==> config.mk <==
export PLATFORM = sky130hd
export DESIGN_NAME = disk_irq_core
export DESIGN_NICKNAME = d
export VERILOG_FILES = /design/src/rtl/disk_irq_core.sv
export SDC_FILE = /design/constraint.sdc
export NUM_CORES = 1
export LEC_CHECK = 0
export BUFFER_PORTS_ARGS = -buffer_cell sky130_fd_sc_hd__buf_2
export CAP_MARGIN = 20
export CORE_AREA = 2 2 90 92
export CTS_BUF_LIST = sky130_fd_sc_hd__clkbuf_8
export DETAILED_ROUTE_END_ITERATION = 10
export DIE_AREA = 0 0 92 94
export SYNTH_ARGS = -nofsm -noshare
export SYNTH_HDL_FRONTEND = slang
export SYNTH_SLANG_ARGS = --single-unit
export TNS_END_PERCENT = 30
==> constraint.sdc <==
create_clock -name clk -period 2.7 [get_ports clk]
set_input_delay 0.27 -clock clk [delete_from_list [all_inputs] [get_ports clk]]
set_output_delay 0.27 -clock clk [all_outputs]
set_load 0.02 [all_outputs]
==> src/rtl/disk_irq_core.sv <==
module disk_irq_core #(
  parameter int NUNIT    = 4,
  parameter int CYLW     = 10,
  parameter int SECW     = 5,
  parameter int DLYW     = 4,
  parameter int MAX_CYL  = 814,
  parameter int MAX_SECT = 21,
  localparam int UW      = $clog2(NUNIT)
) (
  input  logic             clk,
  input  logic             rst_n,
  input  logic             wr_en,
  input  logic [1:0]       wr_sel,
  input  logic [15:0]      wr_data,
  input  logic [UW-1:0]    unit,
  input  logic [NUNIT-1:0] present,
  input  logic [DLYW-1:0]  cmp_delay,
  input  logic             xfer_done,
  input  logic [7:0]       xfer_fault,
  input  logic             irq_ack,
  output logic             irq_req,
  output logic             ie,
  output logic             rdy,
  output logic             sc,
  output logic             tre,
  output logic [7:0]       fault_byte,
  output logic [NUNIT-1:0] attn,
  output logic [NUNIT-1:0] err_sum,
  output logic [NUNIT-1:0] addr_err,
  output logic [NUNIT-1:0] vol_valid
);
  localparam logic [2:0] F_PACK = 3'd1, F_CLR = 3'd2, F_SEEK = 3'd3,
                         F_SRCH = 3'd4, F_READ = 3'd5;

  logic [CYLW-1:0]  cyl_q;
  logic [SECW-1:0]  sec_q;
  logic [DLYW-1:0]  cnt_q [NUNIT];
  logic [NUNIT-1:0] busy_q, done, att_set, att_clr;

  wire             ctl_wr  = wr_en && wr_sel == 2'd0;
  wire  [2:0]      fn      = wr_data[3:1];
  wire             go      = ctl_wr && wr_data[0] && rdy && present[unit];
  wire [NUNIT-1:0] usel    = NUNIT'(1) << unit;
  wire             cyl_bad = cyl_q > CYLW'(MAX_CYL);
  wire             sec_bad = sec_q > SECW'(MAX_SECT);
  wire             pos_cmd = go && (fn == F_SEEK || fn == F_SRCH);
  wire             pos_bad = pos_cmd && (cyl_bad || (fn == F_SRCH && sec_bad));
  wire             pos_go  = pos_cmd && !pos_bad;
  wire             ie_eff  = ctl_wr ? wr_data[6] : ie;
  wire             sw_irq  = ctl_wr && wr_data[6] && wr_data[7] && rdy;
  wire             rdy_up  = !rdy && xfer_done;

  always_comb begin
    for (int u = 0; u < NUNIT; u++) done[u] = busy_q[u] && cnt_q[u] == '0;
    att_set = (done | (pos_bad ? usel : '0)) & present;
    att_clr = (wr_en && wr_sel == 2'd1) ? wr_data[NUNIT-1:0] : '0;
  end

  wire new_att = |(att_set & ~attn);

  assign sc  = |(attn & present);
  assign tre = |fault_byte;

  always_ff @(posedge clk) begin
    if (!rst_n) begin
      cyl_q <= '0; sec_q <= '0; ie <= 1'b0; rdy <= 1'b1; irq_req <= 1'b0;
      fault_byte <= '0; attn <= '0; err_sum <= '0; addr_err <= '0;
      vol_valid <= '0;
    end else begin
      if (wr_en && wr_sel == 2'd2) cyl_q <= wr_data[CYLW-1:0];
      if (wr_en && wr_sel == 2'd3) sec_q <= wr_data[SECW-1:0];
      ie      <= irq_ack ? 1'b0 : ie_eff;
      irq_req <= (irq_req && !irq_ack) || sw_irq || (ie_eff && (new_att || rdy_up));
      if (go && fn == F_READ) rdy <= 1'b0;
      else if (xfer_done)     rdy <= 1'b1;
      fault_byte <= ((ctl_wr && wr_data[14]) ? 8'h00 : fault_byte) | xfer_fault;
      attn <= (attn & ~att_clr) | att_set;
      if (pos_bad) begin
        err_sum  <= err_sum  | usel;
        addr_err <= addr_err | usel;
      end
      if (go && fn == F_CLR) begin
        err_sum  <= err_sum  & ~usel;
        addr_err <= addr_err & ~usel;
      end
      if (go && fn == F_PACK) vol_valid <= vol_valid | usel;
    end
  end

  always_ff @(posedge clk) begin
    for (int u = 0; u < NUNIT; u++) begin
      if (!rst_n) begin
        busy_q[u] <= 1'b0; cnt_q[u] <= '0;
      end else if (pos_go && usel[u]) begin
        busy_q[u] <= 1'b1; cnt_q[u] <= cmp_delay;
      end else if (busy_q[u]) begin
        if (cnt_q[u] == '0) busy_q[u] <= 1'b0;
        else                cnt_q[u]  <= cnt_q[u] - 1'b1;
      end
    end
  end
endmodule

# After elaboration in Yosys (flattened, before gate mapping)
# Memories as Yosys holds them, arrays and structs flattened.
# Index checks and enable logic that the tools add are counted.
# word_totals
n_memories,1
reg_bits,46
input_bits,41
elab_cells,157
ram_bits,16
# mem_list
memory,words,word_bits,read_ports,rd_clocked_by_memory_dff,wr,line_no,text
cnt_q,4,4,4,0,4,37,logic [DLYW-1:0] cnt_q [NUNIT];
# op_classes
shifts,1
reduce_logical,48
bitwise,24
muxes,57
add_sub_neg,4
n_lt_le_gt_ge,3
n_eq_ne,8
# ops
op,n
two-way mux 4 bit,14
two-way mux 1 bit,41
logical AND 1 bit,29
bitwise AND 4 bit,6
bitwise OR 4 bit,5
logical NOT 4 bit,4
"subtractor 4 x 1 -> 4 bit, second input constant",4
inverter 4 bit,3
"greater-than comparator 10 bit, second input constant",1
two-way mux 8 bit,1
bitwise OR 1 bit,8
bitwise OR 8 bit,1
OR reduction 4 bit,2
OR reduction 8 bit,1
"== test 3 x 2 -> 1 bit, second input constant",2
"== test 3 bit, second input constant",2
"greater-than comparator 5 bit, second input constant",1
logical OR 1 bit,5
"== test 2 bit, second input constant",2
nonzero test 2 bit,2
"<< shifter 1 x 2 -> 4 bit, first input constant",1
"== test 3 x 1 -> 1 bit, second input constant",1
logical NOT 1 bit,3
"< comparator 2 x 3 -> 1 bit, second input constant",1
other kinds (5),5

# Longest topological paths before layout
# Gate-level depths: netlist of the first run.
# depth
depth_word,15
ltp_mapped,7

# Worst setup path before layout of the first run
# Ideal clock, no wire load.
# synth_path
path_type,register -> register
startpoint,register cyl_q[4]
endpoint,memory cnt_q[0][0] (enable)
required_ps,2427
path_stages_with_launch,7
setup_slack_ps,657
t_arrival_ps,1770
path_cell_list,dfxtp_1 -> nor4b_1 -> nand4_1 -> o221a_2 -> and3_1 -> buf_2 -> or3b_1
# synth_rtl
item,line_no,text
from (decl),35,logic [CYLW-1:0] cyl_q;
from (signal assigned),70,if (wr_en && wr_sel == 2'd2) cyl_q <= wr_data[CYLW-1:0];
to (decl),37,

==> implementation parameters, run 1 <==
Parameter                              Value

Timing
  Transition at the pin with the smallest max-transition slack ... 0.696 ns
  Max-slew violation count ... 0
  Max Clk Rate ... 455 MHz
  Setup total negative slack ... 0 ns
  Unrepaired setup endpoints after global routing ... false
  Final hold violation count ... 0
  Tightest slew margin relative to the limit ... ~53%
  Min cycle time layout ... 2.20 ns
  Worst setup margin ... 0.504 ns
  Setup Skew ... 0.00912 ns
  Final setup viols ... 0
  Post-route worst hold slack ... 0.112 ns
  Share of the clock period used by the worst path after layout ... 81.3%

Logic synthesis
  Seq/Total Area, Yosys ... 43.5%
  Share of async-settable or async-resettable flops after synthesis ... 0%
  Synthesized netlist net count ... approximately 360
  Mapped Area ... 0.00299 mm2
  Number of warnings reported in the yosys synthesis log ... 0
  Count of flip-flops with a built-in enable after synthesis ... 16
  Number of flip-flops and latches in the synthesized netlist ... 57
  Number of distinct library cells after synthesis ... 53
  Synth area leader ... dfxtp_1
  Syn_area_per_cell ... 9.65 um2
  Cells after Synth ... 310
  Top FF cell, synth ... dfxtp_1
  Top cell type's share of synthesized area ... between 20 and 30%
  Dominant cells by area after synthesis ... dfxtp_1 (27%), edfxtp_1 (16%), mux2i_1 (9.0%), nor2b_1 (6.1%), nand2_1 (4.3%)

Drt
  Residual antenna-violating net count after detailed routing ... 0
  Via Count ... 2428
  Starting DRT DRC Count ... 97
  Number of detailed-route iterations in the first pass ... 4
  Wire length after detailed routing ... 7.13 mm
  Post-detailed-route wirelength per cell ... 14.9 um
  Via-per-instance ratio ... 5.08
  # DRC ... 0

GRT
  Initial antenna violation count ... 0
  Global-route wire length before repair ... 11.5 mm
  Vias in the first global route ... 2360
  Total routing resource utilization after global routing ... 17.4%
  Largest net degree at the start of global routing ... 33
  Sum of overflow across all layers after global routing ... 0

Worst setup path
  Kind of end point of the critical path ... flop
  Type of the worst setup path ... flop to flop
  Required time of the critical path ... roughly 2.8 ns
  Critical Path Slowest Stage Cell ... or3b_1
  Stage delay of the slowest cell on the critical path ... between 0.4 and 0.5 ns
  Critical path data arrival time ... 2.27 ns
  Ordered list of cells on the worst path ... nor4b_1 -> nand4_1 -> o221a_2 -> and3_1 -> or3b_1
  Top fanout value on the critical path ... 7
  Launching element type of the critical path ... flop

Job
  # Max-Cap Violations ... 0

Clocking
  Clock network latency to the later pin of the worst-skew pair ... 0.34 ns
  Clock-pin slew of the registers on the worst-case setup and hold paths ... ~0.070 ns
  Clock buffer count from CTS ... 9
  TritonCTS clock tree ... yes
  Maximum clock insertion buffer count ... 2
  Clock tree sinks ... 57
  Clock tree root buffer cell ... clkbuf_8
  Post_cts resized ... 0
  Post-CTS Repair Setup Buffers ... 0
  Number of levels in the clock H-tree ... 3
  Count of hold buffers inserted by post-cts repair ... 0

Die
  Starting density of the core ... 39.3%
  Die Area ... 0.00865 mm2
  CORE AREA ... 0.00761 mm2
  Chip width ... 92 um
  Height of the die ... 94 um
  Standard-cell rows ... 32
  Number of ports placed on the die boundary ... 70

Hold path
  Worst Hold Class ... input pin to flop

Cells and area
  Number of inserted diodes ... 0
  Area growth from synthesis to final layout ... 19.0%
  Net count reported at finish ... 416
  Share of post-route cells with drive strength above 1 ... 26.1%
  Filler Cells Inserted ... 782

Placed design
  Last weighted congestion value of the routability-driven placer ... between 0.8 and 0.9
  Pre-CTS setup slack ... 0.405 ns
  Post-detail-place hpwl ... 5.42 mm
  Number of I/O port buffers ... 64

Power and ir drop
  Peak ir drop on the vdd network ... ~0.21 mV
  Leakage power ... roughly 0.0016 uW
  PwrDens ... 537 mW/mm2

Run status
  Run status ... completed
report_power, final:
group / total, uW / internal [uW] / switching (uW) / leakage (uW)
logic: 179 / 74.4 / 104 / 0.00102
registers: 920 / 903 / 17.6 / 0.000499
clock network: 814 / 452 / 362 / 0.000103
total: 1910 / 1430 / 484 / 0.00162
layout by cell type (no fill, tap or decap), types with 8 or more instances in the layout:
master	n
buf_2	64
nand2_1	34
nor2_1	13
a21boi_0	8
nand3_1	16
nor2b_1	29
clkbuf_8	10
inv_1	13
a21oi_1	14
xor2_1	8
edfxtp_1	16
mux2i_1	27
dfxtp_1	41
stage by stage:
step / utilization [%] / instance area, um2 / total power [uW] / std cells
3_3_place_gp: 44.1 / 3360 / 1120 / 462
3_5_place_dp: 44.1 / 3360 / 1120 / 462
5_1_grt: 46.8 / 3560 / 1990 / 478
4_1_cts: 46.8 / 3560 / 1930 / 478
6_report: 46.8 / 3560 / 1910 / 478
2_1_floorplan: - / 2990 / 1050 / 310
cell usage after synthesis, types with 7 or more instances:
master	n
dfxtp_1	41
nand2_1	34
nor2b_1	29
mux2i_1	27
edfxtp_1	16
nand3_1	16
a21oi_1	14
inv_1	13
nor2_1	13
a21boi_0	8
xor2_1	8
and3_1	7
o21ai_0	7
critical path, delay by kind of cell, from the launching register on:
| kind | cells | cell delay, ns |
|---|---|---|
| flip-flops | 1 | 0.33 |
| AND/OR/NAND/NOR | 4 | 1.23 |
| AO/OA/AOI/OAI | 1 | 0.37 |
cells by family after synthesis:
kind of cell,synth area share (%)
flip-flops,43.5
AND/OR/NAND/NOR,25.3
AO/OA/AOI/OAI,11.4
XOR/XNOR,2.34
multiplexers,11.2
adder cells (fa/ha/maj),1.67
buffers and inverters,4.68
sequential cells by signal (all words and copies together) (netlist names), named ones only:
signal / cells
attn: 4
busy_q: 4
cnt_q: 16
cyl_q: 10
fault_byte: 8
ie: 1
irq_req: 1
rdy: 1
sec_q: 4
vol_valid: 4
final timing paths:
| kind | from | endpoint | slack (ns) | cells past startpoint |
|---|---|---|---|---|
| setup / recovery | cyl_q[4] | cnt_q[0][1] | 0.50 | 5 |
| hold / removal | irq_ack | ie | 0.11 | 2 |
| setup reg to reg | cyl_q[4] | cnt_q[0][1] | 0.50 | 5 |
| hold reg to reg | vol_valid[1] | vol_valid[1] | 0.45 | 2 |
final cells by class:
| class | count | area [um2] | share of cell area [%] |
|---|---|---|---|
| clock buffer | 10 | 138 | 3.87 |
| clock inverter | 6 | 66.3 | 1.86 |
| inverter | 13 | 48.8 | 1.37 |
| multi-input combinational | 225 | 1550 | 43.6 |
| sequential | 57 | 1300 | 36.5 |
| tap | 102 | 128 | 3.58 |
| timing repair buffer | 65 | 328 | 9.21 |
metal layers:
metal	share of wire [%]	global-route usage, %	vias to the layer above
met4	2.0	8.58	0
met5	0	0	-
li1	-	-	1229
met1	47	21.8	1140
met3	3.7	3.53	11
met2	47	28.6	48
Note: power is estimated with default switching activity, not from simulation.
==> inputs of run 2 (changes only) <==
==> constraint.sdc (replaced) <==
create_clock -name clk -period 1.9 [get_ports clk]
set_input_delay 0.19 -clock clk [delete_from_list [all_inputs] [get_ports clk]]
set_output_delay 0.19 -clock clk [all_outputs]
set_load 0.02 [all_outputs]
==> run 2 against run 1 <==
Combinational power increased by 54%; clock power increased by 49%; clock skew decreased by 0.00078 ns; global-route usage increased by 0.11 points.
==> implementation parameters, run 2 (synthesis results as in run 1) <==
Parameter                              Value

Worst setup path
  Ordered list of cells on the worst path ... nor4b_2 -> nand4_1 -> o221a_4 -> and3_4 -> or3b_4
  Worst reg2reg path depth ... 5 (unchanged)
  Launching element type of the critical path ... flop
  Origin of the critical flop-to-flop path ... cyl_q[7]
  FF-to-FF setup slack ... 0.03 ns (-0.48 ns)
  Critical Path Slowest Stage Cell ... or3b_4
  Kind of end point of the critical path ... flop
  RR Endpoint ... cnt_q[0][2]
  Top fanout value on the critical path ... 4 (-3)
  Type of the worst setup path ... flop to flop
  Stage delay of the slowest cell on the critical path ... 0.40 ns (-0.08 ns)
  Required time of the critical path ... 1.99 ns (-0.78 ns)
  Critical path data arrival time ... 1.96 ns (-0.31 ns)

Hold path
  Endpoint, Worst Hold ... ie
  Worst Hold Class ... input pin to flop
  Worst Hold Depth ... 2 (unchanged)
  Min-delay src ... irq_ack

Timing
  Final setup viols ... 0 (unchanged)
  Setup Skew ... 0.00834 ns (-0.000779 ns)
  Post-route worst hold slack ... 0.0427 ns (-0.0696 ns)
  Unrepaired setup endpoints after global routing ... true
  Setup total negative slack ... 0 ns (unchanged)
  Final hold violation count ... 0 (unchanged)
  Max-slew violation count ... 0 (unchanged)
  Min cycle time layout ... 1.87 ns (-0.324 ns)
  Max Clk Rate ... 534 MHz (+17%)
  Tightest slew margin relative to the limit ... 69.7% (+16 points)
  Worst setup margin ... 0.0281 ns (-0.476 ns)
  Share of the clock period used by the worst path after layout ... 98.5% (+17 points)
  Transition at the pin with the smallest max-transition slack ... 0.449 ns (-0.247 ns)

Drt
  # DRC ... 0 (unchanged)
  Via Count ... 2508 (+3.3%)
  Starting DRT DRC Count ... 93 (-4.1%)
  Wire length after detailed routing ... 7.14 mm (+0.13%)
  Residual antenna-violating net count after detailed routing ... 0 (unchanged)
  Via-per-instance ratio ... 5.00 (-1.6%)
  Number of detailed-route iterations in the first pass ... 4 (unchanged)
  Post-detailed-route wirelength per cell ... 14.2 um (-4.7%)

Die
  Chip width ... 92 um (unchanged)
  Number of ports placed on the die boundary ... 70 (unchanged)
  Die Area ... 0.00865 mm2 (unchanged)
  CORE AREA ... 0.00761 mm2 (unchanged)
  Height of the die ... 94 um (unchanged)
  Standard-cell rows ... 32 (unchanged)
  Starting density of the core ... 39.3% (unchanged)

GRT
  Vias in the first global route ... 2442 (+3.5%)
  Largest net degree at the start of global routing ... 32 (-3.0%)
  Sum of overflow across all layers after global routing ... 0 (unchanged)
  Total routing resource utilization after global routing ... 17.5% (+0.11 points)
  Global-route wire length before repair ... 11.6 mm (+1.0%)
  Initial antenna violation count ... 0 (unchanged)

Job
  # Max-Cap Violations ... 0 (unchanged)

Cells and area
  Area growth from synthesis to final layout ... 26.7%
  Most frequent cells in the layout ... buf_2 (64), dfxtp_1 (40), nand2_1 (34), nor2b_1 (29), mux2i_1 (27)
  Final instance area ... 0.00379 mm2 (+6.5%)
  Biggest registers after layout ... cnt_q x16, cyl_q x10, fault_byte x8
  Net count reported at finish ... 440 (+5.8%)
  Share of post-route cells with drive strength above 1 ... 31.5% (+5.4 points)
  Commonest non-fill, non-tap cell in the layout ... buf_2
  Biggest register ... cnt_q
  Number of inserted diodes ... 0 (unchanged)
  Share of the core filled with cells ... 49.8% (+3.0 points)
  Number of flip-flops in the largest register ... 16 (unchanged)

Placed design
  Post-detail-place hpwl ... 5.59 mm (+3.0%)
  Last weighted congestion value of the routability-driven placer ... 0.795 (-6.0%)
  Area after detailed placement ... 0.00356 mm2 (+6.0%)
  Number of I/O port buffers ... 64 (unchanged)
  Pre-CTS setup slack ... -0.0382 ns (-0.444 ns)

Power and ir drop
  Leakage power ... 0.00176 uW (+8.7%)
  Peak ir drop on the vdd network ... 0.355 mV (+69%)
  PwrDens ... 738 mW/mm2 (+37%)

Clocking
  Clock network latency to the later pin of the worst-skew pair ... 0.34 ns (about the same)
  Clock tree root buffer cell ... clkbuf_8
  Number of levels in the clock H-tree ... 3 (unchanged)
  Clock buffer count from CTS ... 9 (unchanged)
  Count of hold buffers inserted by post-cts repair ... 0 (unchanged)
  TritonCTS clock tree ... yes
  Clock-pin slew of the registers on the worst-case setup and hold paths ... 0.07 ns (about the same)
  Clock tree sinks ... 57 (unchanged)
  Maximum clock insertion buffer count ... 2 (unchanged)

Run status
  Run status ... completed
## run 2: stage by stage
| step | total power [uW] | cells |
|---|---|---|
| 2_1_floorplan | 1490 | 310 |
| 3_3_place_gp | 1610 | 485 |
| 3_5_place_dp | 1610 | 485 |
| 4_1_cts | 2830 | 501 |
| 5_1_grt | 2920 | 502 |
| 6_report | 2800 | 502 |
## run 2: what timing repair did
item                       in CTS  in global routing
setup buffers                   0                  1
resized for setup               0                  4
setup endpoints to repair       0                 18
## run 2: final cells by class
type	count	area, um2
Fill cell	732	3820
Multi-Input combinational cell	225	1580
Sequential cell	57	1300
Timing Repair Buffer	89	524
Tap cell	102	128
Clock buffer	9	124
Clock inverter	7	85.1
Inverter	13	48.8
## run 2: critical path, delay by kind of cell (launching register included)
family / cells / cell delay (ns)
simple gates: 4 / 0.99
flops: 1 / 0.33
compound gates: 1 / 0.29
## run 2: worst max-delay path by stage
stage	startpoint	to	slack, ns
3_3_place_gp	unit[1]	cnt_q[2][1]	-0.01
6_report	cyl_q[7]	cnt_q[0][2]	0.03
2_1_floorplan	cyl_q[7]	cnt_q[0][0]	0.009
4_1_cts	cyl_q[7]	cnt_q[0][2]	0.02
5_1_grt	cyl_q[7]	cnt_q[0][2]	-0.01
3_5_place_dp	unit[1]	cnt_q[2][2]	-0.04
## run 2: where the power goes
part	total (uW)	internal, uW	switching, uW	leakage, uW
Sequential	1310	1280	25.5	0.000500
Clock	1210	726	488	0.000114
Combinational	275	124	151	0.00114
Total	2800	2130	664	0.00176
## run 2: layer usage
| metal | part of all wire (%) | wire length, um | GRT usage [%] |
|---|---|---|---|
| met5 | 0 | 0 | 0 |
| met4 | 2.3 | 167 | 8.96 |
| met3 | 4.6 | 326 | 3.61 |
| met1 | 46 | 3290 | 22.7 |
| met2 | 47 | 3360 | 27.7 |
